--- config.mk ---
export PLATFORM = sky130hd
export DESIGN_NAME = phase_shaped_nco
export DESIGN_NICKNAME = d
export VERILOG_FILES = /design/src/rtl/phase_shaped_nco.sv
export SDC_FILE = /design/constraint.sdc
export NUM_CORES = 1
export LEC_CHECK = 0
export ABC_AREA = 0
export BUFFER_PORTS_ARGS = -buffer_cell sky130_fd_sc_hd__buf_4
export CAP_MARGIN = 20
export CORE_MARGIN = 8
export CORE_UTILIZATION = 48
export DETAILED_ROUTE_END_ITERATION = 8
export PLACE_DENSITY = 0.62
export SLEW_MARGIN = 5
export SYNTH_ARGS = -nofsm -noshare
export SYNTH_HDL_FRONTEND = slang
export SYNTH_SLANG_ARGS = --single-unit
--- constraint.sdc ---
create_clock -name clk -period 5.9 [get_ports clk]
set_input_delay 0.295 -clock clk [delete_from_list [all_inputs] [get_ports clk]]
set_output_delay 0.295 -clock clk [all_outputs]
set_load 0.03 [all_outputs]
--- src/rtl/phase_shaped_nco.sv ---
module phase_shaped_nco #(
  parameter int ACC_W = 16,
  parameter int PH_W  = 8,
  parameter int AMP_W = 12
) (
  input  logic                    clk,
  input  logic                    rst_n,
  input  logic                    en,
  input  logic [ACC_W-1:0]        tune_word,
  output logic signed [AMP_W-1:0] amp_out,
  output logic [PH_W-1:0]         phase_out,
  output logic                    amp_valid
);
  localparam int LSB_W = ACC_W - PH_W;
  localparam int DEPTH = 2 ** PH_W;
  localparam int QTR   = DEPTH / 4;
  localparam longint PEAK = (64'sd1 <<< (AMP_W - 1)) - 1;
  localparam longint HALF_PI_Q30 = 64'sd1686629713;

  function automatic logic signed [AMP_W-1:0] sin_entry(input int k);
    int kk, m;
    longint x, x2, term, sum, a;
    kk   = k % (2 * QTR);
    m    = (kk > QTR) ? (2 * QTR - kk) : kk;
    x    = longint'(m) * HALF_PI_Q30 / longint'(QTR);
    x2   = (x * x) >>> 30;
    term = x;
    sum  = x;
    for (int i = 1; i <= 6; i++) begin
      term = -((term * x2) >>> 30) / longint'((2 * i) * (2 * i + 1));
      sum  = sum + term;
    end
    a = (sum * PEAK + (64'sd1 <<< 29)) >>> 30;
    if (k >= 2 * QTR) a = -a;
    return AMP_W'(a);
  endfunction

  logic signed [AMP_W-1:0] rom [DEPTH];
  for (genvar k = 0; k < DEPTH; k++) begin : g_rom
    assign rom[k] = sin_entry(k);
  end

  logic [ACC_W-1:0] acc, acc_nxt, part, u;
  logic [LSB_W-1:0] e1, e2, e3;
  logic [ACC_W-1:0] e1x, e2x, e3x;
  logic [PH_W-1:0]  phase_q;
  logic             v1;

  assign e1x     = ACC_W'(e1);
  assign e2x     = ACC_W'(e2);
  assign e3x     = ACC_W'(e3);
  assign acc_nxt = acc + tune_word;
  assign u       = part + (e1x << 2);

  always_ff @(posedge clk or negedge rst_n) begin
    if (!rst_n) begin
      acc     <= '0;
      part    <= '0;
      e1      <= '0;
      e2      <= '0;
      e3      <= '0;
      phase_q <= '0;
    end else if (en) begin
      acc     <= acc_nxt;
      part    <= acc_nxt - ((e1x << 2) + (e1x << 1)) + (e2x << 2) - e3x;
      e1      <= u[LSB_W-1:0];
      e2      <= e1;
      e3      <= e2;
      phase_q <= u[ACC_W-1:LSB_W];
    end
  end

  always_ff @(posedge clk or negedge rst_n) begin
    if (!rst_n) begin
      v1        <= 1'b0;
      amp_valid <= 1'b0;
      amp_out   <= '0;
      phase_out <= '0;
    end else begin
      v1        <= en;
      amp_valid <= v1;
      if (v1) begin
        amp_out   <= rom[phase_q];
        phase_out <= phase_q;
      end
    end
  end
endmodule


==> results.json, run 1 <==
{
  "run_status": "finished clean",
  "cts-root-to-sink-buffers": 2,
  "cts_tree": "built",
  "final.min_clock_period_ns": 4.78,
  "critical_path_class": "reg2reg",
  "place_inst": 1301,
  "clkTransAtPathRegs_ns": 0.07,
  "post_drt_via_cell_ratio": 6.28,
  "dr.max_layer_used": "met4",
  "floorplan.initialDensity": 0.484,
  "fin_cells": 1318,
  "routed_wirelength_mm": 25.8,
  "dp.final_hpwl_mm": 17.8,
  "syn-mean-instance-area_um2": 8.07,
  "layout-area-overhead-vs-synth_pct": 6.17,
  "whs_path_depth": 3,
  "io_buffer_count": 39,
  "die_h_um": 152,
  "antenna_cells": 0,
  "cts.sinks": 86,
  "grt_max_degree": 86,
  "worstSkewPairLatency_ns": 0.35,
  "postSynthNetCount": 1206,
  "post_synth_instance_area_um2": 8930,
  "worstSetupStartpointType": "flip-flop",
  "holdWs_ns": 0.346,
  "post_synth_inst_count": 1106,
  "fin_worst_skew_ns": 0.0117,
  "fp-row-count": 50,
  "ys_warn_count": 0,
  "synth.ff_latch_count": 86,
  "cp_data_required_time_ns": 6.14,
  "grt_overflow": 0,
  "yosys.cell_types.count": 77,
  "wl_met3_mm": 1.85,
  "top_achievable_clock_speed_ghz": 0.209,
  "met2_wirelength_mm": 12.0,
  "cp-end-kind": "flip-flop",
  "nNetsFinal": 1179,
  "drive_gt1_frac": 0.130,
  "drc": 0,
  "detail_route.wl_per_cell_um": 19.5,
  "fp.dieArea_um2": 23200,
  "filler_cell_count": 1783,
  "ant_nets": 0,
  "unrepaired_setup_endpoints_after_global_routing": "no",
  "route.layer.met1.wl_mm": 10.5,
  "track_usage": 0.219,
  "drt_pre_antenna_iters": 8,
  "place_worst_setup_slack_ns": 1.05,
  "multiInputGateArea_um2": 6030,
  "cts.repair_timing.setup_buffer_count": 0,
  "arrival_worst_endpoint_ns": 5.01,
  "grt_first_pass_wirelength_mm": 42.0,
  "h_tree_depth_reported_by_cts": 3,
  "design.portCount": 40,
  "worst-path-max-fanout": 5,
  "grt_antenna_before_repair": 0,
  "layout_worst_path_cycle_share": 0.810,
  "setup-tns-final_ns": 0,
  "setup-violations-final": 0,
  "regArea_um2": 2160,
  "finalWeightedCongestion": 0.982,
  "drtIter0Drc": 1024,
  "ctsRootBufferMaster": "sky130_fd_sc_hd__clkbuf_16",
  "placeableCoreArea_um2": 18500,
  "post_cts.resized_instances": 0,
  "yosysSeqAreaShare": 0.241,
  "final_common_cell": "sky130_fd_sc_hd__a21oi_1",
  "pnr_worst_setup_slack_ns": 1.12,
  "num_vias": 8272,
  "slew_violations": 0,
  "max-cap-violations": 0,
  "synth_enable_flop_cells": 0,
  "die_x_um": 152,
  "r2r_cells": 18,
  "tritoncts.num_buffers": 9,
  "max_slew_headroom_at_the_worst_pin": 0.167,
  "hp-class": "in2reg",
  "first_global_vias": 8130,
  "synthArstFlopShare": 1.00,
  "final_hold_viol_count": 0,
  "actual_transition_at_the_worst_max_transition_pin_ns": 1.22,
  "final_cell_mix": "109 x sky130_fd_sc_hd__a21oi_1, 105 x sky130_fd_sc_hd__nand2_1, 82 x sky130_fd_sc_hd__dfrtp_1",
  "ys_dominant_reg_cell": "sky130_fd_sc_hd__dfrtp_1"
}
[worst paths after layout]
check                        startpoint          to  slack [ns]
max                              acc[0]    part[15]        1.12
min                        tune_word[0]      acc[0]        0.35
max reg2reg                      acc[0]    part[15]        1.12
min reg2reg                       e2[6]       e3[6]        0.49
max in group asynchronous         rst_n  phase_q[2]        4.34
min in group asynchronous         rst_n      acc[0]        0.40
[cell type report]
type	instances	area share
inverter	81	0.0321
sequential	86	0.228
clock inverter	5	0.00422
multi-input combinational	849	0.637
clock buffer	11	0.0267
timing repair buffer	52	0.0415
tap	234	0.0309
[sequential cells by signal (all words and copies together), names as in the netlist]
register and count:
e2 8, part 16, phase_q 8, phase_out 8
e3 8, v1 1, e1 8, amp_out 12
amp_valid 1, acc 16
[worst max-delay path, cell delays in order (launching register included)]
cell	delay, ns
sky130_fd_sc_hd__dfrtp_1	0.38
sky130_fd_sc_hd__ha_1	0.22
sky130_fd_sc_hd__fa_1	0.42
sky130_fd_sc_hd__a21o_1	0.20
sky130_fd_sc_hd__a31oi_1	0.28
sky130_fd_sc_hd__o21ai_0	0.12
sky130_fd_sc_hd__a21oi_1	0.20
sky130_fd_sc_hd__xnor2_1	0.12
sky130_fd_sc_hd__fa_1	0.54
sky130_fd_sc_hd__inv_1	0.05
sky130_fd_sc_hd__fa_1	0.47
sky130_fd_sc_hd__inv_1	0.04
sky130_fd_sc_hd__ha_1	0.21
sky130_fd_sc_hd__or4_1	0.50
sky130_fd_sc_hd__o21a_1	0.21
sky130_fd_sc_hd__o21ai_0	0.20
sky130_fd_sc_hd__xnor2_1	0.16
sky130_fd_sc_hd__xnor2_1	0.08
sky130_fd_sc_hd__mux2_2	0.26
[per-stage QoR]
step | utilization | area (um2)
final | 0.513 | 9480
after global placement | 0.497 | 9170
after detailed placement | 0.497 | 9170
after global routing | 0.513 | 9480
after CTS | 0.513 | 9480
after floorplan | - | 8930
[cells by family after synthesis]
logic type | share of synthesized area
buffers and inverters | 0.0831
DFF | 0.241
adders and majority gates | 0.134
xor gates and xnor gates | 0.0400
and+or+nand+nor | 0.149
AOI/OAI and AO/OA | 0.270
muxes | 0.0838
[cells in the mapped netlist (all sizes together) (13+ instances only)]
cell	instances	share of area
xor2	16	0.017
nor2	71	0.030
nand3	25	0.014
a211oi	20	0.017
dfrtp	86	0.24
fa	24	0.054
a31oi	17	0.012
ha	57	0.080
nor2b	13	0.0091
clkbuf	40	0.017
nor3	15	0.0084
nand2b	21	0.015
mux2	47	0.060
a21oi	110	0.062
o21ai	102	0.057
inv	80	0.034
o211ai	26	0.022
a21o	19	0.016
xnor2	23	0.023
nand2	107	0.046
buf	50	0.032
[layer usage]
layer | GRT usage | vias to the layer above
met3 | 0.0363 | 92
li1 | - | 3904
met2 | 0.356 | 379
met4 | 0.126 | 0
met5 | 0 | -
met1 | 0.272 | 3897
[what timing repair did]
item / 4_1_cts / 5_1_grt
setup endpoints to repair: 0 / 0
endpoints found under the hold margin: 29 / 0
hold buffers: 1 / 0
Power of run 1 is not shown: default switching activity piles up to over one toggle a cycle in this logic, so the estimate is an artifact.
==> inputs of run 2 (changes only) <==
--- a/config.mk
+++ b/config.mk
@@ -5,13 +5,13 @@
 export SDC_FILE = /design/constraint.sdc
 export NUM_CORES = 1
 export LEC_CHECK = 0
-export ABC_AREA = 0
+export ABC_AREA = 1
 export BUFFER_PORTS_ARGS = -buffer_cell sky130_fd_sc_hd__buf_4
 export CAP_MARGIN = 20
 export CORE_MARGIN = 8
 export CORE_UTILIZATION = 48
 export DETAILED_ROUTE_END_ITERATION = 8
-export PLACE_DENSITY = 0.62
+export PLACE_DENSITY = 0.64
 export SLEW_MARGIN = 5
 export SYNTH_ARGS = -nofsm -noshare
 export SYNTH_HDL_FRONTEND = slang
==> constraint.sdc (replaced) <==
create_clock -name clk -period 4.3 [get_ports clk]
set_input_delay 0.215 -clock clk [delete_from_list [all_inputs] [get_ports clk]]
set_output_delay 0.215 -clock clk [all_outputs]
set_load 0.03 [all_outputs]
==> results.json, run 2 <==
{
  "run_status": "finished clean",
  "worstSetupStartpointType": "flip-flop",
  "ys_dominant_reg_cell": "sky130_fd_sc_hd__dfrtp_1",
  "post_synth_inst_count": 1296,
  "synth_top_area_cell": "sky130_fd_sc_hd__dfrtp_1",
  "clkTransAtPathRegs_ns": 0.07,
  "min-delay-start": "en",
  "cts_tree": "built",
  "synth.top_cells.by_area": "sky130_fd_sc_hd__dfrtp_1 25%, sky130_fd_sc_hd__nand2_1 18%, sky130_fd_sc_hd__ha_1 8.4%",
  "yosys.cell_types.count": 49,
  "fp.dieArea_um2": 22200,
  "max-cap-violations": 0,
  "drive_gt1_frac": 0.0759,
  "final_common_cell": "sky130_fd_sc_hd__nand2_1",
  "dp.final_hpwl_mm": 23.8,
  "ctsRootBufferMaster": "sky130_fd_sc_hd__clkbuf_16",
  "multiInputGateArea_um2": 5550,
  "h_tree_depth_reported_by_cts": 3,
  "r2r_cells": 20,
  "holdWs_ns": 0.296,
  "setup-violations-final": 0,
  "startpoint_of_the_most_critical_register_to_register_path": "acc[0]",
  "fp-row-count": 48,
  "post_drt_via_cell_ratio": 5.89,
  "cp_data_required_time_ns": 4.59,
  "yosysSeqAreaShare": 0.253,
  "worst_hold_path_ep": "v1",
  "worstSkewPairLatency_ns": 0.35,
  "cell_by_cell_listing_of_the_critical_path": "ha_1 -> fa_1 -> nand2_1 -> nand2_1 -> and2_1 -> a21oi_2 -> xnor2_1 -> fa_1 -> inv_1 -> fa_1 -> inv_1 -> ha_1 -> a21oi_2 -> o21ai_0 -> a21o_1 -> nor2_1 -> inv_1 -> nand3_1 -> nand3_1 -> nand2_1",
  "arrival_worst_endpoint_ns": 4.38,
  "final.min_clock_period_ns": 4.09,
  "die_h_um": 149,
  "drt_pre_antenna_iters": 6,
  "max_stage_delay_ns": 0.54,
  "synthArstFlopShare": 1.00,
  "detail_route.wl_per_cell_um": 20.3,
  "worst-path-max-fanout": 4,
  "drc": 0,
  "synth.ff_latch_count": 86,
  "grt_first_pass_wirelength_mm": 48.7,
  "setup-tns-final_ns": 0,
  "design.portCount": 40,
  "cts-root-to-sink-buffers": 2,
  "grt_max_degree": 73,
  "synth_enable_flop_cells": 0,
  "post_synth_instance_area_um2": 8490,
  "cts.repair_timing.setup_buffer_count": 0,
  "unrepaired_setup_endpoints_after_global_routing": "no",
  "drtIter0Drc": 914,
  "antenna_cells": 0,
  "ys_warn_count": 0,
  "num_vias": 9093,
  "routed_wirelength_mm": 31.3,
  "max_slew_headroom_at_the_worst_pin": 0.324,
  "actual_transition_at_the_worst_max_transition_pin_ns": 1.01,
  "regArea_um2": 2150,
  "timing.rr.end": "part[15]",
  "grt_antenna_before_repair": 0,
  "placeableCoreArea_um2": 17300,
  "syn-mean-instance-area_um2": 6.55,
  "hp-class": "in2reg",
  "top_achievable_clock_speed_ghz": 0.245,
  "slowest_stage": "sky130_fd_sc_hd__fa_1",
  "reg2reg_slack_ns": 0.21,
  "nNetsFinal": 1413,
  "first_global_vias": 8899,
  "cts.sinks": 86,
  "slew_violations": 0,
  "whs_path_depth": 1,
  "biggestRegsByFlops": "acc (16), part (16), amp_out (12)",
  "cp-end-kind": "flip-flop",
  "tritoncts.num_buffers": 9,
  "synth_top_area_share": 0.253,
  "die_x_um": 149,
  "filler_cell_count": 1799,
  "layout_worst_path_cycle_share": 0.951,
  "io_buffer_count": 39,
  "finalWeightedCongestion": 1.04,
  "critical_path_class": "reg2reg",
  "final_hold_viol_count": 0,
  "fin_worst_skew_ns": 0.0114,
  "track_usage": 0.284,
  "final_cell_mix": "414 x sky130_fd_sc_hd__nand2_1, 136 x sky130_fd_sc_hd__inv_1, 126 x sky130_fd_sc_hd__o21ai_0",
  "synth.most_common_cell": "sky130_fd_sc_hd__nand2_1",
  "ant_nets": 0,
  "layout-area-overhead-vs-synth_pct": 8.68,
  "floorplan.initialDensity": 0.491,
  "postSynthNetCount": 1396,
  "synth.top_cells.by_count": "414 x sky130_fd_sc_hd__nand2_1, 136 x sky130_fd_sc_hd__inv_1, 126 x sky130_fd_sc_hd__o21ai_0",
  "grt_overflow": 0
}
## run 2: changes by cell type in the layout (fill, tap and decap cells not counted), sizes merged, moves of 39 or more
cell   previous run  this run
nor2             71       110
nand2           107       421
inv              83       148
mux2             47         0
nand3            25        88
a21oi           110        70
## run 2: worst max-delay path by stage
stage,from,end,slack (ns)
4_1_cts,acc[0],part[15],0.12
2_1_floorplan,acc[0],part[15],0.51
6_report,acc[0],part[15],0.21
3_3_place_gp,acc[0],part[15],0.24
3_5_place_dp,acc[0],part[15],0.15
5_1_grt,acc[0],part[15],0.03
## run 2: cells by family (layout without fill, tap and decap cells)
group	Yosys count	in the layout	share of synthesized area
compound gates	270	270	0.178
xor+xnor	20	20	0.0206
fa+ha+maj	81	81	0.141
buf+inv	194	216	0.0957
flops	86	86	0.253
simple gates	645	645	0.312
## run 2: worst max-delay path: cells and delay by family (launching register included)
family,cells,cell delay [ns]
fa+ha+maj,5,1.97
flops,1,0.39
simple gates,7,0.74
xor+xnor,1,0.13
buf+inv,3,0.15
compound gates,4,0.65
## run 2: routing by layer
| metal | global-route usage | routed length, um | vias to the layer above |
|---|---|---|---|
| met5 | 0 | 0 | - |
| met4 | 0.194 | 2140 | 0 |
| met3 | 0.0434 | 2080 | 127 |
| met2 | 0.460 | 14400 | 447 |
| met1 | 0.343 | 12600 | 4239 |
| li1 | - | - | 4280 |
## run 2: repair_timing
action / 4_1_cts / 5_1_grt
endpoints found under the setup margin: 0 / 4
hold buffers: 1 / 0
endpoints found under the hold margin: 34 / 0
resized for setup: 0 / 4
## run 2: per-stage QoR
stage	instances	worst slack [ns]	util	cell area (um2)
after global placement	1525	0.237	0.515	8900
after detailed placement	1525	0.152	0.515	8900
after floorplan	1296	0.506	-	8490
after CTS	1542	0.117	0.531	9190
after global routing	1543	0.0328	0.534	9230
final	1543	0.212	0.534	9230
## run 2: cell type report
| type | instances | share of cell area |
|---|---|---|
| multi-input combinational | 1016 | 0.602 |
| sequential | 86 | 0.233 |
| inverter | 145 | 0.0590 |
| timing repair buffer | 55 | 0.0464 |
| tap | 225 | 0.0305 |
| clock buffer | 10 | 0.0248 |
| clock inverter | 6 | 0.00474 |
Power of run 2 is left out for the same reason.
